--- src/rtl/ctimer_pkg.sv ---
package ctimer_pkg;
  parameter int WORD_W  = 32;
  parameter int PRESC_W = 8;
  localparam int WIDE_W = 2 * WORD_W;

  localparam logic [11:0] OFS_CNT_LO = 12'h200;
  localparam logic [11:0] OFS_CNT_HI = 12'h204;
  localparam logic [11:0] OFS_CTRL   = 12'h208;
  localparam logic [11:0] OFS_STAT   = 12'h20C;
  localparam logic [11:0] OFS_CMP_LO = 12'h210;
  localparam logic [11:0] OFS_CMP_HI = 12'h214;
  localparam logic [11:0] OFS_STEP   = 12'h218;

  // Strobes and configuration handed from control to datapath.
  typedef struct packed {
    logic               run;
    logic               cmpOn;
    logic               autoOn;
    logic [PRESC_W-1:0] presc;
    logic               ldCntLo;
    logic               ldCntHi;
    logic               ldCmpLo;
    logic               ldCmpHi;
    logic               ldStep;
    logic               clrFlag;
    logic [WORD_W-1:0]  wdata;
  } ctlStrobe_t;
endpackage

--- src/rtl/ctimer_dpath.sv ---
module ctimer_dpath
  import ctimer_pkg::*;
(
  input  logic              clk,
  input  logic              rstN,
  input  ctlStrobe_t        strb,
  output logic [WIDE_W-1:0] cntVal,
  output logic [WIDE_W-1:0] cmpVal,
  output logic [WORD_W-1:0] stepVal,
  output logic              flag
);
  logic [PRESC_W-1:0] divCnt;
  logic               tick;
  logic [WIDE_W-1:0]  cntNext;
  logic               hit;
  logic               ldCnt;
  logic               ldCmp;

  assign tick    = strb.run && (divCnt == strb.presc);
  assign cntNext = cntVal + 1'b1;
  assign hit     = tick && strb.cmpOn && (cntNext == cmpVal);
  assign ldCnt   = strb.ldCntLo || strb.ldCntHi;
  assign ldCmp   = strb.ldCmpLo || strb.ldCmpHi;

  // Divider: held at zero while stopped, so each start begins a fresh period.
  always_ff @(posedge clk) begin
    if (!rstN || !strb.run || tick) divCnt <= '0;
    else                            divCnt <= divCnt + 1'b1;
  end

  // Counter: a direct load wins over the step.
  always_ff @(posedge clk) begin
    if (!rstN) begin
      cntVal <= '0;
    end else if (ldCnt) begin
      if (strb.ldCntLo) cntVal[WORD_W-1:0]      <= strb.wdata;
      if (strb.ldCntHi) cntVal[WIDE_W-1:WORD_W] <= strb.wdata;
    end else if (tick) begin
      cntVal <= cntNext;
    end
  end

  // Match register: a software write wins over the periodic reload.
  always_ff @(posedge clk) begin
    if (!rstN) begin
      cmpVal <= '0;
    end else if (ldCmp) begin
      if (strb.ldCmpLo) cmpVal[WORD_W-1:0]      <= strb.wdata;
      if (strb.ldCmpHi) cmpVal[WIDE_W-1:WORD_W] <= strb.wdata;
    end else if (hit && strb.autoOn) begin
      cmpVal <= cmpVal + {{WORD_W{1'b0}}, stepVal};
    end
  end

  always_ff @(posedge clk) begin
    if (!rstN)            stepVal <= '0;
    else if (strb.ldStep) stepVal <= strb.wdata;
  end

  // Event bit: a new match beats a clear in the same cycle.
  always_ff @(posedge clk) begin
    if (!rstN)             flag <= 1'b0;
    else if (hit)          flag <= 1'b1;
    else if (strb.clrFlag) flag <= 1'b0;
  end

  p_hold_stopped_r2: assert property (@(posedge clk) disable iff (!rstN)
    (!strb.run && !ldCnt) |=> $stable(cntVal));
  p_step_by_one_r3: assert property (@(posedge clk) disable iff (!rstN)
    (!ldCnt) |=> (cntVal == $past(cntVal) || cntVal == $past(cntVal) + 1'b1));
  p_flag_sticky_r6: assert property (@(posedge clk) disable iff (!rstN)
    (flag && !strb.clrFlag) |=> flag);
  p_single_keeps_cmp_r7: assert property (@(posedge clk) disable iff (!rstN)
    (!strb.autoOn && !ldCmp) |=> $stable(cmpVal));
  p_reload_adds_step_r8: assert property (@(posedge clk) disable iff (!rstN)
    (hit && strb.autoOn && !ldCmp && !strb.ldStep) |=>
      (cmpVal == $past(cmpVal) + {{WORD_W{1'b0}}, stepVal}));
endmodule

--- src/rtl/ctimer_ctrl.sv ---
module ctimer_ctrl
  import ctimer_pkg::*;
#(
  parameter int ADDR_W = 12
)(
  input  logic              clk,
  input  logic              rstN,
  input  logic [ADDR_W-1:0] addr,
  input  logic [WORD_W-1:0] wrData,
  input  logic              wrEn,
  input  logic              rdEn,
  output logic [WORD_W-1:0] rdData,
  output logic              irq,
  input  logic [WIDE_W-1:0] cntVal,
  input  logic [WIDE_W-1:0] cmpVal,
  input  logic [WORD_W-1:0] stepVal,
  input  logic              flag,
  output ctlStrobe_t        strb
);
  localparam int PRESC_LSB = 8;

  logic               runQ, cmpOnQ, irqOnQ, autoOnQ;
  logic [PRESC_W-1:0] prescQ;
  logic               selCtrl;
  logic [WORD_W-1:0]  ctrlWord;

  function automatic logic hitOfs(input logic [ADDR_W-1:0] a, input logic [11:0] ofs);
    return a == ADDR_W'(ofs);
  endfunction

  assign selCtrl = hitOfs(addr, OFS_CTRL);

  always_ff @(posedge clk) begin
    if (!rstN) begin
      runQ <= 1'b0; cmpOnQ <= 1'b0; irqOnQ <= 1'b0; autoOnQ <= 1'b0;
      prescQ <= '0;
    end else if (wrEn && selCtrl) begin
      runQ    <= wrData[0];
      cmpOnQ  <= wrData[1];
      irqOnQ  <= wrData[2];
      autoOnQ <= wrData[3];
      prescQ  <= wrData[PRESC_LSB +: PRESC_W];
    end
  end

  always_comb begin
    strb         = '0;
    strb.run     = runQ;
    strb.cmpOn   = cmpOnQ;
    strb.autoOn  = autoOnQ;
    strb.presc   = prescQ;
    strb.wdata   = wrData;
    strb.ldCntLo = wrEn && hitOfs(addr, OFS_CNT_LO);
    strb.ldCntHi = wrEn && hitOfs(addr, OFS_CNT_HI);
    strb.ldCmpLo = wrEn && hitOfs(addr, OFS_CMP_LO);
    strb.ldCmpHi = wrEn && hitOfs(addr, OFS_CMP_HI);
    strb.ldStep  = wrEn && hitOfs(addr, OFS_STEP);
    strb.clrFlag = wrEn && hitOfs(addr, OFS_STAT) && wrData[0];
  end

  always_comb begin
    ctrlWord = '0;
    ctrlWord[0] = runQ;
    ctrlWord[1] = cmpOnQ;
    ctrlWord[2] = irqOnQ;
    ctrlWord[3] = autoOnQ;
    ctrlWord[PRESC_LSB +: PRESC_W] = prescQ;
  end

  always_comb begin
    rdData = '0;
    if (rdEn) begin
      if      (hitOfs(addr, OFS_CNT_LO)) rdData = cntVal[WORD_W-1:0];
      else if (hitOfs(addr, OFS_CNT_HI)) rdData = cntVal[WIDE_W-1:WORD_W];
      else if (selCtrl)                  rdData = ctrlWord;
      else if (hitOfs(addr, OFS_STAT))   rdData = {{(WORD_W-1){1'b0}}, flag};
      else if (hitOfs(addr, OFS_CMP_LO)) rdData = cmpVal[WORD_W-1:0];
      else if (hitOfs(addr, OFS_CMP_HI)) rdData = cmpVal[WIDE_W-1:WORD_W];
      else if (hitOfs(addr, OFS_STEP))   rdData = stepVal;
    end
  end

  assign irq = flag && irqOnQ;

  p_rsvd_zero_r10: assert property (@(posedge clk) disable iff (!rstN)
    (rdEn && selCtrl) |-> (rdData[7:4] == 4'h0 && rdData[WORD_W-1:16] == '0));
  p_idle_bus_r11: assert property (@(posedge clk) disable iff (!rstN)
    (!rdEn) |-> (rdData == '0));
  p_irq_needs_flag_r9: assert property (@(posedge clk) disable iff (!rstN)
    $rose(irq) |-> flag);
endmodule

--- src/rtl/cmp_timer64.sv ---
module cmp_timer64
  import ctimer_pkg::*;
#(
  parameter int ADDR_W = 12
)(
  input  logic              clk,
  input  logic              rstN,
  input  logic [ADDR_W-1:0] addr,
  input  logic [31:0]       wrData,
  input  logic              wrEn,
  input  logic              rdEn,
  output logic [31:0]       rdData,
  output logic              irq
);
  ctlStrobe_t        strb;
  logic [WIDE_W-1:0] cntVal;
  logic [WIDE_W-1:0] cmpVal;
  logic [WORD_W-1:0] stepVal;
  logic              flag;

  ctimer_ctrl #(.ADDR_W(ADDR_W)) u_ctrl (
    .clk(clk), .rstN(rstN), .addr(addr), .wrData(wrData), .wrEn(wrEn),
    .rdEn(rdEn), .rdData(rdData), .irq(irq), .cntVal(cntVal),
    .cmpVal(cmpVal), .stepVal(stepVal), .flag(flag), .strb(strb)
  );

  ctimer_dpath u_dpath (
    .clk(clk), .rstN(rstN), .strb(strb), .cntVal(cntVal),
    .cmpVal(cmpVal), .stepVal(stepVal), .flag(flag)
  );
endmodule

--- config.mk ---
export PLATFORM = sky130hd
export DESIGN_NAME = cmp_timer64
export DESIGN_NICKNAME = d
export VERILOG_FILES = /design/src/rtl/ctimer_pkg.sv /design/src/rtl/ctimer_dpath.sv /design/src/rtl/ctimer_ctrl.sv /design/src/rtl/cmp_timer64.sv
export SDC_FILE = /design/constraint.sdc
export NUM_CORES = 1
export LEC_CHECK = 0
export BUFFER_PORTS_ARGS = -buffer_cell sky130_fd_sc_hd__buf_2
export CORE_UTILIZATION = 35
export DETAILED_ROUTE_END_ITERATION = 16
export GPL_TIMING_DRIVEN = 0
export SYNTH_ARGS = -nofsm -noshare
export SYNTH_HDL_FRONTEND = slang
export SYNTH_SLANG_ARGS = --single-unit
--- constraint.sdc ---
create_clock -name clk -period 7.15 [get_ports clk]
set_input_delay 0.715 -clock clk [delete_from_list [all_inputs] [get_ports clk]]
set_output_delay 0.715 -clock clk [all_outputs]
set_load 0.05 [all_outputs]
======== After elaboration in Yosys (flattened, before gate mapping) ========
Index checks and enable logic that the tools add are counted.
cells by class
  add/subtract/negate cells ............... 3
  equal/unequal tests ..................... 13
  mux-type cells .......................... 18
  reduce and logical (&&, ||, !) cells .... 26
operator list
  kind                                                                     number
  32-bit 2-to-1 mux                                                        12
  64-bit 2-to-1 mux                                                        4
  12-bit by 10-bit equality test with 1-bit output, second input constant  7
  64-bit by 1-bit adder with 64-bit output, second input constant          1
  64-bit by 32-bit adder with 64-bit output                                1
  64-bit equality test                                                     1
  1-bit logical AND                                                        13
  8-bit by 1-bit adder with 8-bit output, second input constant            1
  8-bit equality test                                                      1
  2-bit by 1-bit != test with 1-bit output, second input constant          4
  2-bit AND reduction                                                      4
  2-bit nonzero test                                                       3
  1-bit logical OR                                                         4
  1-bit logical NOT                                                        2
  1-bit 2-to-1 mux                                                         2
word-level totals
  register bits after elaboration ......... 181
  bits of input ports ..................... 48
  output and inout bits ................... 33

======== Longest topological paths before layout ========
  depth in word-level cells ............... 9
  gate-level depth with buffers ........... 16
  gate-level depth less buffers ........... 13

======== By module ========
Synthesis repeated with hierarchy kept, for this count alone.
second synthesis, totals
  cells, all modules ...................... 2,156
  area, all modules ....................... 15,746.4 µm²
modules (own cells, without submodules)
  module        instances  cells each  area each (µm²)  sequential area each (µm²)
  ctimer_dpath  1          1,783       13,202.7         3,383.2
  ctimer_ctrl   1          373         2,543.7          240.2

======== Worst setup path after synthesis ========
No wires, ideal clock.
  kind .................................... input-to-output
  start ................................... input addr[8]
  end ..................................... output rdData[0]
  data arrival time ....................... 3,597 ps
  required time ........................... 6,435 ps
  setup slack ............................. 2,838 ps
  stages on the path ...................... 9
  cells stage by stage .................... nor4b_1 nand2_1 or3_1 nor2_1 and2_1 clkbuf_1 clkbuf_1 a22oi_1 a21boi_0
between the ends
  longest elaborated chain between the ends .. 9
  elaborated cells on any way between the ends .. 15
  those cells by class .................... eq/ne (7); mux (8)
RTL lines
  what                                              RTL line           text
  from (decl)                                       cmp_timer64.sv:8   input logic [ADDR_W-1:0] addr,
  12-bit by 10-bit equality test with 1-bit output  ctimer_ctrl.sv:28  return a == ADDR_W'(ofs);
  32-bit 2-to-1 mux                                 ctimer_ctrl.sv:79  else if (hitOfs(addr, OFS_STEP)) rdData = stepVal;
  32-bit 2-to-1 mux                                 ctimer_ctrl.sv:78  else if (hitOfs(addr, OFS_CMP_HI)) rdData = cmpVal[WIDE_W-1:WORD_W];
  32-bit 2-to-1 mux                                 ctimer_ctrl.sv:77  else if (hitOfs(addr, OFS_CMP_LO)) rdData = cmpVal[WORD_W-1:0];
  32-bit 2-to-1 mux                                 ctimer_ctrl.sv:76  else if (hitOfs(addr, OFS_STAT)) rdData = {{(WORD_W-1){1'b0}}, flag};
  32-bit 2-to-1 mux                                 ctimer_ctrl.sv:75  else if (selCtrl) rdData = ctrlWord;
  32-bit 2-to-1 mux                                 ctimer_ctrl.sv:74  else if (hitOfs(addr, OFS_CNT_HI)) rdData = cntVal[WIDE_W-1:WORD_W];
  32-bit 2-to-1 mux *                               ctimer_ctrl.sv:73  if (hitOfs(addr, OFS_CNT_LO)) rdData = cntVal[WORD_W-1:0];
  32-bit 2-to-1 mux *                               ctimer_ctrl.sv:72  if (rdEn) begin
  to (decl)                                         cmp_timer64.sv:12  output logic [31:0] rdData,
Every way passes the cells marked *; elsewhere a longest branch is shown, timed or not.

======== Worst setup path after layout ========
  start ................................... register u_dpath.cntVal[0]
  end ..................................... register u_dpath.cmpVal[58]
between the ends
  longest elaborated chain between the ends .. 6
RTL lines
  what                                      RTL line            text
  from (decl)                               ctimer_dpath.sv:7   output logic [WIDE_W-1:0] cntVal,
  from (signal, indexed assignment)         ctimer_dpath.sv:36  if (strb.ldCntLo) cntVal[WORD_W-1:0] <= strb.wdata;
  from (signal, indexed assignment)         ctimer_dpath.sv:37  if (strb.ldCntHi) cntVal[WIDE_W-1:WORD_W] <= strb.wdata;
  from (signal assigned)                    ctimer_dpath.sv:39  cntVal <= cntNext;
  64-bit by 1-bit adder with 64-bit output  ctimer_dpath.sv:20  assign cntNext = cntVal + 1'b1;
  64-bit equality test                      ctimer_dpath.sv:21  assign hit = tick && strb.cmpOn && (cntNext == cmpVal);
  1-bit logical AND                         ctimer_dpath.sv:21
  1-bit logical AND                         ctimer_dpath.sv:50  end else if (hit && strb.autoOn) begin
  2-bit nonzero test (no source line)       -
  2-bit AND reduction (no source line)      -
  to (signal, indexed assignment)           ctimer_dpath.sv:48  if (strb.ldCmpLo) cmpVal[WORD_W-1:0] <= strb.wdata;
  to (signal, indexed assignment)           ctimer_dpath.sv:49  if (strb.ldCmpHi) cmpVal[WIDE_W-1:WORD_W] <= strb.wdata;
  to (signal assigned)                      ctimer_dpath.sv:51  cmpVal <= cmpVal + {{WORD_W{1'b0}}, stepVal};
  to (decl)                                 ctimer_dpath.sv:8   output logic [WIDE_W-1:0] cmpVal,
No other way between the ends.
A chain may end at the register's enable or synchronous reset.

==> flow_summary.ini <==
[critical_path]
regToRegStartpoint = u_dpath.cntVal[0]$_SDFFE_PN0P_
cp_data_arrival_time_ns = 6.77
startpoint_type = flip-flop
worstRegToRegCells = 11
crit_fanout = 10
end_kind = flip-flop
r2r_slack_ns = 0.83
rr_endpoint = u_dpath.cmpVal[58]$_SDFFE_PN0P_
cp.required_ns = 7.60
crit_type = flip-flop to flip-flop

[drt]
wire_per_inst_um = 30.4
via_count = 18307
drtIter0Drc = 2628
drc = 0
firstDrtPassIters = 9
wl_um = 85200
ant_nets = 0
via_per_inst = 6.53

[yosys]
synth_fp_nets = 2195
yosys_warnings = 0
syn_area_mm2 = 0.0152
synth_seq_cells = 181
synth.distinct_cells = 81
syn_inst = 2112
synth_edf_count = 0
async_reset_ff_share_pct = 0
syn_area_per_cell_um2 = 7.19
synthFlopType = dfxtp_1
yosysSeqAreaShare_pct = 23.8

[timing]
setup-tns-final_ns = 0
fin_hold_ws_ns = 0.475
max_freq_mhz = 158
maxSlewHeadroom_pct = 1.58
finalHoldViolCount = 0
rsz0062_at_grt = false
fin_skew_ns = 0.0185
period_minus_slack_ns = 6.32
setup_viol = 0
finalMaxSlewViolations = 0
fin_crit_sh_pct = 88.4
worst_slew_pin_slew_ns = 1.46

[clock_network]
numCtsBuffers = 17
cts_tree = built
clock_latency_ns = 0.54
ctsHoldBuffers = 0
cts_root_buffer = clkbuf_16
cts.repair.resized = 0
cts_setup_buffers = 0
clk_pin_slew_ns = 0.08
clk_path_buf_depth = 2
cts_sinks = 181
h-tree-depth = 4

[grt]
grt_max_degree = 21
first_global_vias = 17055
grt_use_total_pct = 38.4
grt_pass1_wl_um = 121000
grt_overflow = 0
antenna_found_initial = 2

[placement]
gp_congestion = 1.02
place_hpwl_um = 66500
numPortBuffers = 79
placed_cells = 2770

[outcome]
violations = max-capacitance violations
outcome = complete, but fails checks

[cells_and_area]
nets = 2296
drive_gt1_share_pct = 8.58
syn_to_final_growth_pct = 11.8
finalNonFillerCells = 2804
n_fill_cell = 4596
fin_util_pct = 40.0

[floorplan]
start_util_pct = 35.8
die_h_um = 210
dieArea_mm2 = 0.0442
die_x_um = 210
num_rows = 75
io_pins = 81
core-area_mm2 = 0.0424

[power]
vdd_drop_max_mv = 0.137
p_leak_uw = 0.00614
power.density_mw_per_mm2 = 131

[worst_hold_path]
min_to = u_dpath.stepVal[26]$_SDFFE_PN0P_
min_from = wrData[26]
hold_path_depth = 3
hold_path.class = input port to flip-flop

[flow_run]
drv_cap = 1
## flip-flops by register name, indices dropped and copies added, names as in the netlist
register	flops
u_dpath.cntVal	64
u_ctrl.irqOnQ	1
u_ctrl.cmpOnQ	1
u_dpath.stepVal	32
u_dpath.cmpVal	64
u_ctrl.prescQ	8
u_dpath.divCnt	8
u_dpath.flag	1
u_ctrl.runQ	1
u_ctrl.autoOnQ	1
## layout make-up
class	instances	area, um2	area share, %
antenna	1	2.50	0.0147
buffer	186	768	4.52
clock buffer	17	425	2.50
clock inverter	15	205	1.21
inverter	34	128	0.751
multi-input combinational	1711	10700	63.0
sequential	181	3620	21.3
tap	577	722	4.25
timing repair buffer	82	415	2.45
## cells by family (layout without fill, tap and decap cells)
group,count (synthesis),after routing,share of synthesized area (%)
DFF,181,181,23.8
muxes,67,67,4.59
AOI/OAI and AO/OA,625,625,27.0
buffers and inverters,220,334,5.90
and+or+nand+nor,854,854,28.3
other,0,1,0
xor gates and xnor gates,130,130,7.49
adders and majority gates,35,35,2.93
## worst max path at each step
stage / startpoint / endpoint / slack, ns
final: u_dpath.cntVal[0]$_SDFFE_PN0P_ / u_dpath.cmpVal[58]$_SDFFE_PN0P_ / 0.83
after global routing: u_dpath.cntVal[0]$_SDFFE_PN0P_ / u_dpath.cmpVal[58]$_SDFFE_PN0P_ / 0.83
after detailed placement: u_dpath.cntVal[0]$_SDFFE_PN0P_ / u_dpath.cmpVal[58]$_SDFFE_PN0P_ / 1.20
after floorplan: addr[8] / rdData[0] / 2.84
after CTS: u_dpath.cntVal[0]$_SDFFE_PN0P_ / u_dpath.cmpVal[58]$_SDFFE_PN0P_ / 1.18
after global placement: u_dpath.cntVal[0]$_SDFFE_PN0P_ / u_dpath.cmpVal[62]$_SDFFE_PN0P_ / 1.31
## synth_stat cells (all sizes together), types with 27 or more instances
| library cell | count | area, um2 |
|---|---|---|
| clkbuf | 161 | 607 |
| nand2 | 253 | 950 |
| a22oi | 32 | 240 |
| inv | 34 | 128 |
| nor4 | 36 | 231 |
| and3 | 43 | 269 |
| o21ai | 143 | 716 |
| mux2i | 46 | 460 |
| a222oi | 32 | 320 |
| a31oi | 29 | 181 |
| nand4 | 59 | 405 |
| xor2 | 55 | 482 |
| and2 | 27 | 169 |
| xnor2 | 75 | 657 |
| a21oi | 163 | 816 |
| a21boi | 28 | 210 |
| nand3 | 72 | 360 |
| nor3 | 43 | 220 |
| dfxtp | 181 | 3620 |
| nor2 | 198 | 743 |
| ha | 34 | 425 |
## worst max-delay path, stage by stage, from the launching register on
cell	delay (ns)
dfxtp_1	0.50
ha_1	0.33
nand3_1	0.38
nor4_1	1.22
nand3_1	0.58
nor4_1	0.70
xnor2_1	0.29
nor4b_4	0.36
nand4_2	0.32
nor3_1	0.95
a21oi_1	0.34
o21ai_0	0.26
## layer usage
layer / share of wire, % / vias up / global-route usage, %
li1: - / 7997 / -
met1: 40 / 8812 / 50.0
met2: 42 / 1214 / 56.9
met3: 11 / 282 / 9.94
met4: 6.4 / 2 / 22.9
met5: 0.015 / - / 0
## cell usage in the layout (no fill, tap or decap), drive strengths merged, types with 20 or more instances in the layout
cell / n
nand2b: 21
nand3: 72
or4: 20
o31ai: 25
dfxtp: 181
and2: 27
nor2: 198
nor4: 36
xnor2: 75
mux2i: 46
a31oi: 29
nand2: 253
a21oi: 163
buf: 106
o21ai: 143
a222oi: 32
nand4: 59
a21o: 26
xor2: 55
nor3: 43
a22oi: 32
ha: 34
mux2: 21
clkbuf: 179
and3: 43
a211oi: 20
a21boi: 28
inv: 41
## stage by stage
stage / total power [uW] / cell area (um2) / worst slack (ns)
3_3_place_gp: 1170 / 16300 / 1.31
5_1_grt: 2270 / 17000 / 0.829
3_5_place_dp: 1170 / 16300 / 1.20
2_1_floorplan: 1090 / 15200 / 2.84
4_1_cts: 2230 / 17000 / 1.18
6_report: 2230 / 17000 / 0.826
## power by group
| part | leakage [uW] | internal, uW | switching (uW) | total [uW] |
|---|---|---|---|---|
| Clock | 0.000297 | 508 | 565 | 1070 |
| Sequential | 0.00146 | 1010 | 8.48 | 1020 |
| Combinational | 0.00438 | 33.1 | 106 | 139 |
| Total | 0.00614 | 1550 | 679 | 2230 |
Note: power is estimated with default switching activity, not from simulation.
